[config.mk]
export PLATFORM = sky130hd
export DESIGN_NAME = rxbuf_writer
export DESIGN_NICKNAME = d
export VERILOG_FILES = /design/src/rtl/rxb_pkg.sv /design/src/rtl/rxb_format.sv /design/src/rtl/rxb_seq.sv /design/src/rtl/rxb_flags.sv /design/src/rtl/rxbuf_writer.sv
export SDC_FILE = /design/constraint.sdc
export NUM_CORES = 1
export LEC_CHECK = 0
export CORE_MARGIN = 4
export CORE_UTILIZATION = 43
export DETAILED_ROUTE_END_ITERATION = 6
export PLACE_DENSITY = 0.83
export SLEW_MARGIN = 40
export SYNTH_ARGS = -nofsm -noshare
export SYNTH_HDL_FRONTEND = slang
export SYNTH_HIERARCHICAL = 1
export SYNTH_SLANG_ARGS = --single-unit
[constraint.sdc]
create_clock -name clk -period 5.5 [get_ports clk]
set_input_delay 0.825 -clock clk [delete_from_list [all_inputs] [get_ports clk]]
set_output_delay 0.825 -clock clk [all_outputs]
set_load 0.01 [all_outputs]
[src/rtl/rxb_pkg.sv]
package rxb_pkg;
    localparam int CHR_W  = 8;
    localparam int LINE_W = 4;

    typedef enum logic [1:0] {
        ST_IDLE  = 2'd0,
        ST_READ  = 2'd1,
        ST_WRITE = 2'd2
    } rxb_state_e;

    typedef struct packed {
        logic              valid;
        logic              brk;
        logic              par;
        logic [LINE_W-1:0] line;
        logic              spare;
        logic [CHR_W-1:0]  chr;
    } rxb_entry_t;
endpackage

[src/rtl/rxb_format.sv]
module rxb_format
    import rxb_pkg::*;
(
    input  logic [CHR_W-1:0]  raw_chr,
    input  logic [1:0]        len_code,
    input  logic              brk,
    input  logic [LINE_W-1:0] line,
    output rxb_entry_t        entry
);
    logic [1:0]       drop_bits;
    logic [CHR_W-1:0] justified;

    always_comb begin
        drop_bits   = 2'd3 - len_code;
        justified   = raw_chr >> drop_bits;
        entry.valid = 1'b1;
        entry.brk   = brk;
        entry.par   = ^justified;
        entry.line  = line;
        entry.spare = 1'b0;
        entry.chr   = justified;
    end
endmodule

[src/rtl/rxb_seq.sv]
module rxb_seq
    import rxb_pkg::*;
#(
    parameter int IDX_W  = 6,
    parameter int BASE_W = 8,
    localparam int ADDR_W = BASE_W + IDX_W + 2
) (
    input  logic              clk,
    input  logic              rst_n,
    input  logic              in_valid,
    output logic              in_ready,
    input  rxb_entry_t        entry_in,
    input  logic [BASE_W-1:0] base_in,
    output logic              mem_req,
    output logic              mem_we,
    output logic [ADDR_W-1:0] mem_addr,
    output logic [15:0]       mem_wdata,
    input  logic              mem_ack,
    input  logic              slot_taken,
    output logic              set_done,
    output logic              set_ovr
);
    localparam logic [IDX_W-1:0] IDX_LAST = '1;

    rxb_state_e        state, nxt;
    logic [IDX_W-1:0]  wr_idx;
    rxb_entry_t        entry_q;
    logic [BASE_W-1:0] base_q;

    always_ff @(posedge clk) begin
        if (!rst_n) begin
            state   <= ST_IDLE;
            wr_idx  <= '0;
            entry_q <= '0;
            base_q  <= '0;
        end else begin
            state <= nxt;
            if (state == ST_IDLE && in_valid) begin
                entry_q <= entry_in;
                base_q  <= base_in;
            end
            if (state == ST_WRITE && mem_ack)
                wr_idx <= (wr_idx == IDX_LAST) ? '0 : wr_idx + 1'b1;
        end
    end

    always_comb begin
        nxt = state;
        unique case (state)
            ST_IDLE:  if (in_valid) nxt = ST_READ;
            ST_READ:  if (mem_ack)  nxt = slot_taken ? ST_IDLE : ST_WRITE;
            ST_WRITE: if (mem_ack)  nxt = ST_IDLE;
            default:                nxt = ST_IDLE;
        endcase
    end

    always_comb begin
        in_ready  = 1'b0;
        mem_req   = 1'b0;
        mem_we    = 1'b0;
        set_done  = 1'b0;
        set_ovr   = 1'b0;
        mem_addr  = {base_q, 1'b1, wr_idx, 1'b0};
        mem_wdata = entry_q;
        unique case (state)
            ST_IDLE:  in_ready = 1'b1;
            ST_READ: begin
                mem_req = 1'b1;
                set_ovr = mem_ack && slot_taken;
            end
            ST_WRITE: begin
                mem_req  = 1'b1;
                mem_we   = 1'b1;
                set_done = mem_ack;
            end
            default: ;
        endcase
    end
endmodule

[src/rtl/rxb_flags.sv]
module rxb_flags (
    input  logic clk,
    input  logic rst_n,
    input  logic set_done,
    input  logic set_ovr,
    input  logic clr_done,
    input  logic clr_ovr,
    input  logic irq_en,
    output logic done,
    output logic ovr,
    output logic irq
);
    always_ff @(posedge clk) begin
        if (!rst_n) begin
            done <= 1'b0;
            ovr  <= 1'b0;
        end else begin
            if (set_done)      done <= 1'b1;
            else if (clr_done) done <= 1'b0;
            if (set_ovr)       ovr  <= 1'b1;
            else if (clr_ovr)  ovr  <= 1'b0;
        end
    end

    assign irq = done & irq_en;
endmodule

[src/rtl/rxbuf_writer.sv]
module rxbuf_writer
    import rxb_pkg::*;
#(
    parameter int IDX_W  = 6,
    parameter int BASE_W = 8,
    localparam int ADDR_W = BASE_W + IDX_W + 2
) (
    input  logic              clk,
    input  logic              rst_n,
    input  logic              in_valid,
    output logic              in_ready,
    input  logic [CHR_W-1:0]  in_chr,
    input  logic [1:0]        in_len,
    input  logic              in_brk,
    input  logic [LINE_W-1:0] in_line,
    input  logic [BASE_W-1:0] tbl_base,
    output logic              mem_req,
    output logic              mem_we,
    output logic [ADDR_W-1:0] mem_addr,
    output logic [15:0]       mem_wdata,
    input  logic              mem_ack,
    input  logic [15:0]       mem_rdata,
    input  logic              irq_en,
    input  logic              clr_done,
    input  logic              clr_ovr,
    output logic              rx_done,
    output logic              rx_ovr,
    output logic              rx_irq
);
    rxb_entry_t new_entry;
    rxb_entry_t rd_word;
    logic       set_done, set_ovr;
    logic       rd_unused;

    assign rd_word   = mem_rdata;
    assign rd_unused = ^{rd_word.brk, rd_word.par, rd_word.line, rd_word.spare, rd_word.chr};

    rxb_format u_fmt (
        .raw_chr  (in_chr),
        .len_code (in_len),
        .brk      (in_brk),
        .line     (in_line),
        .entry    (new_entry)
    );

    rxb_seq #(.IDX_W(IDX_W), .BASE_W(BASE_W)) u_seq (
        .clk        (clk),
        .rst_n      (rst_n),
        .in_valid   (in_valid),
        .in_ready   (in_ready),
        .entry_in   (new_entry),
        .base_in    (tbl_base),
        .mem_req    (mem_req),
        .mem_we     (mem_we),
        .mem_addr   (mem_addr),
        .mem_wdata  (mem_wdata),
        .mem_ack    (mem_ack),
        .slot_taken (rd_word.valid),
        .set_done   (set_done),
        .set_ovr    (set_ovr)
    );

    rxb_flags u_flags (
        .clk      (clk),
        .rst_n    (rst_n),
        .set_done (set_done),
        .set_ovr  (set_ovr),
        .clr_done (clr_done),
        .clr_ovr  (clr_ovr),
        .irq_en   (irq_en),
        .done     (rx_done),
        .ovr      (rx_ovr),
        .irq      (rx_irq)
    );
endmodule

==> results of run 1 <==
cell usage after synthesis (all sizes together) (2+ instances only):
cell type / instances
conb: 4
inv: 6
o21a: 2
xnor2: 2
nor2b: 2
and2: 3
mux4: 2
xor2: 2
nand3: 6
nand4: 2
ha: 4
xnor3: 2
nand2: 55
o21ai: 3
dfxtp: 34
a31oi: 2
mux2i: 7
a21oi: 30
nor2: 2
or3: 3
buf: 14
clkbuf: 5
and3: 2
state kept, by name, summed over array words and instances, names as in the netlist:
| name | count |
|---|---|
| u_seq/base_q | 8 |
| u_flags/ovr | 1 |
| u_seq/state | 2 |
| u_seq/mem_wdata | 16 |
| u_seq/wr_idx | 6 |
| u_flags/done | 1 |
power groups by stage:
stage	combinational [uW]	sequential (uW)	clock, uW
2_1_floorplan	77.2	286	0
3_3_place_gp	147	279	0
3_5_place_dp	151	279	0
4_1_cts	152	273	219
5_1_grt	164	276	229
6_report	150	273	211
metrics by stage:
step,instance area (um^2),total power [uW],std cells
6_report,2390,635,304
5_1_grt,2390,668,304
4_1_cts,2380,644,304
3_5_place_dp,2270,430,296
3_3_place_gp,2270,426,296
2_1_floorplan,1670,363,201
tightest hold or removal path, delay by kind of cell (launching register included):
kind / cells / cell delay, ns
AND/OR/NAND/NOR: 1 / 0.05
flip-flops: 1 / 0.31
AO/OA/AOI/OAI: 1 / 0.05
routing by layer:
layer | vias to the layer above | wire, um | global-route usage, %
li1 | 767 | - | -
met1 | 686 | 1700 | 19.3
met2 | 51 | 1860 | 26.7
met3 | 4 | 201 | 4.60
met4 | 0 | 32 | 5.74
met5 | - | 0 | 0
cell usage in the layout, fill, tap and decap left out, drive strengths merged:
| cell type | count |
|---|---|
| and3 | 2 |
| clkdlybuf4s50 | 66 |
| mux4 | 2 |
| nand4 | 2 |
| dfxtp | 34 |
| o21ai | 3 |
| a21oi | 30 |
| nand2 | 55 |
| and2 | 3 |
| a31oi | 2 |
| xnor2 | 2 |
| nand3b | 1 |
| mux2i | 7 |
| and3b | 1 |
| mux2 | 1 |
| o311a | 1 |
| nand3 | 6 |
| nor2b | 2 |
| o21bai | 1 |
| o21a | 2 |
| ha | 4 |
| inv | 6 |
| clkbuf | 8 |
| conb | 4 |
| a21boi | 1 |
| or3 | 3 |
| xnor3 | 2 |
| nor2 | 2 |
| a211oi | 1 |
| xor2 | 2 |
how the worst max path moves through the flow:
stage / end / slack [ns] / depth (start not counted)
3_5_place_dp: u_seq/mem_wdata[13] / 2.01 / 7
5_1_grt: u_seq/mem_wdata[13] / 2.18 / 7
3_3_place_gp: u_seq/mem_wdata[13] / 2.03 / 7
6_report: u_seq/mem_wdata[13] / 2.30 / 7
4_1_cts: u_seq/mem_wdata[13] / 2.30 / 7
2_1_floorplan: u_seq/mem_wdata[13] / 2.96 / 7
cells by family (layout without fill, tap and decap cells):
logic type      Yosys count  in the layout  synth area share (%)
other cells               4              4                 0.898
mux                      10             10                  7.78
flops                    34             34                  40.7
fa+ha+maj                 4              4                  2.99
xor+xnor                  6              6                  4.79
buf+inv                  25             80                  8.38
compound gates           41             41                  13.5
simple gates             77             77                  21.0
area by class of cell:
cell class	count	area, um^2
multi-input combinational	142	855
sequential	34	681
timing repair buffer	66	661
clock buffer	8	110
tap	48	60.1
fill	304	1330
inverter	6	22.5
==> impl_metrics.csv, run 1 <==
group,metric,value,unit
status,status,"finished clean",
worst_setup_path,timing.rr.end,"u_seq/wr_idx[3]",
clock_tree,clk_path_buf_depth,2,
yosys,synth_area,1670,um^2
yosys,yosysTopAreaCell,"dfxtp_1",
floorplanning,design.die.area,4950,um^2
worst_setup_path,crit_arrival,3.34,ns
drt,vias,1508,
timing,max_slew_margin,65.1,%
timing,hold_ws,0.455,ns
clock_tree,cts_root_buf,"clkbuf_8",
yosys,synthCells,201,
worst_setup_path,cp_common_cell,"xnor3_1",
worst_setup_path,r2r_cells,5,
finish,n_antenna_cell,0,
power_and_ir_drop,p_seq_share,43.1,%
finish,drive_gt1_share,7.42,%
clock_tree,cts.sinks,34,
grt,grt-ovfl-total,0,
timing,fmax,312,MHz
yosys,async_flop_share,0,%
power_and_ir_drop,internal_power,474,uW
grt,first_global_vias,1420,
clock_tree,cts_hold_buf,0,
worst_setup_path,path_buf_inv,1,
worst_setup_path,critPathCaptureType,"register",
placement,place_congestion,0.794,
yosys,synth.distinct_cells,36,
yosys,yosysSeqAreaShare,40.7,%
placement,numPortBuffers,66,
worst_setup_path,timing.rr.start,"u_seq/state[0]",
finish,finalNetCount,305,
grt,grt_usage,16.0,%
yosys,synth_nets,251,
min_path,hold_path_class,"reg -> reg",
power_and_ir_drop,p_sw,161,uW
yosys,ys_top_cells_by_area,"dfxtp_1, nand2_1, a21oi_1",
power_and_ir_drop,switching_share,25.3,%
power_and_ir_drop,p_leak,0.000928,uW
worst_setup_path,crit_start,"in_len[0]",
timing,finalSetupViolCount,0,
clock_tree,clk_pin_slew,0.06,ns
timing,fin_crit,3.20,ns
worst_setup_path,max_stage_delay,0.77,ns
clock_tree,clk_latency,0.28,ns
finish,area_growth,42.9,%
timing,post-route-period-util,58.2,%
worst_setup_path,crit_chain,"clkdlybuf4s50_1 > mux4_1 > xor2_1 > xnor3_1 > xnor3_1 > nand2_1 > a21oi_1",
worst_setup_path,path_class,"in -> reg",
worst_setup_path,critPathSlowestCell,"clkdlybuf4s50_1",
drt,drc,0,
power_and_ir_drop,peakVddDrop,0.149,mV
floorplanning,io_pins,84,
power_and_ir_drop,power_density,266,nW/um^2
drt,wire_per_inst,12.5,um
clock_tree,cts_tree,"built",
grt,antenna_found_initial,0,
drt,dr.pass1.iters,4,
drt,drt_iter0_markers,73,
yosys,yosysWarnings,6,
worst_setup_path,ff2ff_setup_slack,4.04,ns
drt,ant_nets,0,
timing,rsz0062_at_grt,"false",
floorplanning,initial_core_util,45.0,%
clock_tree,numCtsBuffers,5,
timing,tns,0,ns
timing,slew_viol_final,0,
power_and_ir_drop,comb_power_share,23.6,%
yosys,synth_top_area_share,40.7,%
floorplanning,core-area,3720,um^2
placement,dpl_worst_slack,2.01,ns
clock_tree,post_cts_buffers,0,
worst_setup_path,crit_path_start_kind,"primary input",
drt,avgViaCountPerCell,4.96,
yosys,avgSynthCellArea,8.32,um^2
floorplanning,fp.dieH,70.4,um
flow_run,drv_cap,0,
clock_tree,post_cts_resized,0,
grt,grt_max_degree,31,
worst_setup_path,worstPathRequired,5.64,ns
grt,grt_pass1_wl,6.40,mm
timing,setup_ws,2.30,ns
drt,wl,3.80,mm
worst_setup_path,crit_path_max_fanout,11,
placement,place_hpwl,2.73,mm
floorplanning,rows,22,
timing,fin_worst_skew,0.00447,ns
timing,final_hold_viol_count,0,
min_path,hold_end,"u_seq/mem_wdata[12]",
min_path,min_from,"u_seq/mem_wdata[12]",
worst_setup_path,critPathTopFamily,"XOR/XNOR gates",
min_path,hold_depth,2,
clock_tree,htreeDepth,2,
yosys,synth_top_flop_cell,"dfxtp_1",
yosys,synth_edf_count,0,
finish,post-route-util,64.3,%
floorplanning,die_w,70.4,um
yosys,ys_ff_latch,34,
timing,worst_slew_pin_slew,0.523,ns
power_and_ir_drop,clockPowerShare,33.3,%
Power figures use the tool's default switching activity.
==> inputs of run 2 (changes only) <==
--- a/config.mk
+++ b/config.mk
@@ -6,9 +6,9 @@
 export NUM_CORES = 1
 export LEC_CHECK = 0
 export CORE_MARGIN = 4
-export CORE_UTILIZATION = 43
+export CORE_UTILIZATION = 40
 export DETAILED_ROUTE_END_ITERATION = 6
-export PLACE_DENSITY = 0.83
+export PLACE_DENSITY = 0.78
 export SLEW_MARGIN = 40
 export SYNTH_ARGS = -nofsm -noshare
 export SYNTH_HDL_FRONTEND = slang
==> constraint.sdc (replaced) <==
create_clock -name clk -period 3 [get_ports clk]
set_input_delay 0.45 -clock clk [delete_from_list [all_inputs] [get_ports clk]]
set_output_delay 0.45 -clock clk [all_outputs]
set_load 0.01 [all_outputs]
==> impl_metrics.csv, run 2 (synthesized netlist as in run 1, its figures left out) <==
group,metric,value,unit
clock_tree,post_cts_buffers,0,
grt,grt_max_degree,25,
clock_tree,clk_latency,0.28,ns
floorplanning,io_pins,84,
clock_tree,clk_pin_slew,0.06,ns
finish,n_antenna_cell,0,
clock_tree,numCtsBuffers,5,
timing,hold_ws,0.454,ns
timing,rsz0062_at_grt,"false",
placement,place_congestion,0.827,
clock_tree,cts_root_buf,"clkbuf_8",
clock_tree,cts.sinks,34,
timing,tns,0,ns
floorplanning,core-area,4030,um^2
drt,ant_nets,0,
finish,finalNetCount,309,
finish,post-route-util,59.3,%
power_and_ir_drop,power_density,458,nW/um^2
floorplanning,die_w,72.6,um
timing,setup_ws,0.476,ns
finish,final_common_cell,"clkdlybuf4s50_1",
finish,area_growth,42.9,%
worst_setup_path,critPathTopFamily,"XOR/XNOR gates",
floorplanning,initial_core_util,41.5,%
clock_tree,post_cts_resized,0,
placement,numPortBuffers,66,
worst_setup_path,critPathSlowestCell,"mux4_1",
worst_setup_path,critPathCaptureType,"register",
finish,largest_reg_flops,16,
grt,first_global_vias,1467,
drt,drt_iter0_markers,62,
grt,grt-ovfl-total,0,
floorplanning,design.die.area,5280,um^2
worst_setup_path,path_buf_inv,1,
timing,fin_crit,2.52,ns
placement,dpl_worst_slack,0.167,ns
finish,nFillCells,397,
worst_setup_path,crit_path_max_fanout,3,
finish,multiInputGateArea,853,um^2
timing,slew_viol_final,0,
finish,register_area,681,um^2
worst_setup_path,crit_arrival,2.69,ns
timing,fin_worst_skew,0.00426,ns
finish,final_cell_mix,"clkdlybuf4s50_1, nand2_1, dfxtp_1",
clock_tree,cts_hold_buf,0,
drt,dr.pass1.iters,4,
worst_setup_path,path_class,"in -> reg",
timing,finalSetupViolCount,0,
timing,fmax,396,MHz
drt,avgViaCountPerCell,4.89,
timing,final_hold_viol_count,0,
drt,vias,1512,
worst_setup_path,worstPathRequired,3.17,ns
clock_tree,clk_path_buf_depth,2,
grt,grt_usage,15.8,%
drt,wl,3.99,mm
drt,drc,0,
finish,drive_gt1_share,7.72,%
timing,post-route-period-util,84.1,%
status,status,"finished clean",
placement,place_hpwl,2.92,mm
worst_setup_path,crit_chain,"clkdlybuf4s50_1 > mux4_1 > xor2_1 > xnor3_1 > xnor3_1 > nand2_1 > a21oi_1",
floorplanning,fp.dieH,72.6,um
worst_setup_path,max_stage_delay,0.63,ns
clock_tree,cts_tree,"built",
power_and_ir_drop,peakVddDrop,0.279,mV
worst_setup_path,cp_common_cell,"xnor3_1",
power_and_ir_drop,p_leak,0.000935,uW
floorplanning,rows,23,
worst_setup_path,crit_path_start_kind,"primary input",
clock_tree,htreeDepth,2,
flow_run,drv_cap,0,
min_path,hold_path_class,"reg -> reg",
grt,grt_pass1_wl,6.48,mm
drt,wire_per_inst,12.9,um
grt,antenna_found_initial,0,
-- run 2: path summary, 6_finish.rpt --
path	startpoint	end	slack (ns)	depth (start not counted)
worst max-delay path	in_len[0]	u_seq/mem_wdata[13]	0.48	7
worst min-delay path	u_seq/mem_wdata[4]	u_seq/mem_wdata[4]	0.45	2
worst max register to register	u_seq/state[0]	u_seq/wr_idx[3]	1.49	5
worst min register to register	u_seq/mem_wdata[4]	u_seq/mem_wdata[4]	0.45	2
-- run 2: layout make-up --
class | instances | area share (%)
Clock buffer | 5 | 2.88
Clock inverter | 2 | 0.419
Inverter | 6 | 0.943
Multi-Input combinational cell | 142 | 35.7
Sequential cell | 34 | 28.5
Tap cell | 50 | 2.62
Timing Repair Buffer | 70 | 28.9
-- run 2: tightest hold or removal path: stages, from the launching register on --
cell     delay [ns]
dfxtp_1        0.31
nand2_1        0.05
a21oi_1        0.05
-- run 2: through the flow --
stage / std cells / area [um^2] / total power [uW]
floorplan: 201 / 1670 / 665
global placement: 302 / 2310 / 787
detailed placement: 302 / 2310 / 793
CTS: 309 / 2390 / 1110
global route: 309 / 2390 / 1160
finish: 309 / 2390 / 1090
-- run 2: per-layer routing --
layer  vias to the layer above  GRT usage, %  share of wire [%]
met2                        51          26.6                 49
met4                         0          5.12                1.1
li1                        772             -                  -
met1                       683          18.2                 42
met3                         6          6.34                7.6
met5                         -             0                  0
-- run 2: where the power goes --
group,leakage [uW],switching (uW),internal (uW)
sequential,0.000278,19.0,483
clock,0.0000438,157,155
combinational,0.000613,122,158
total,0.000935,298,796
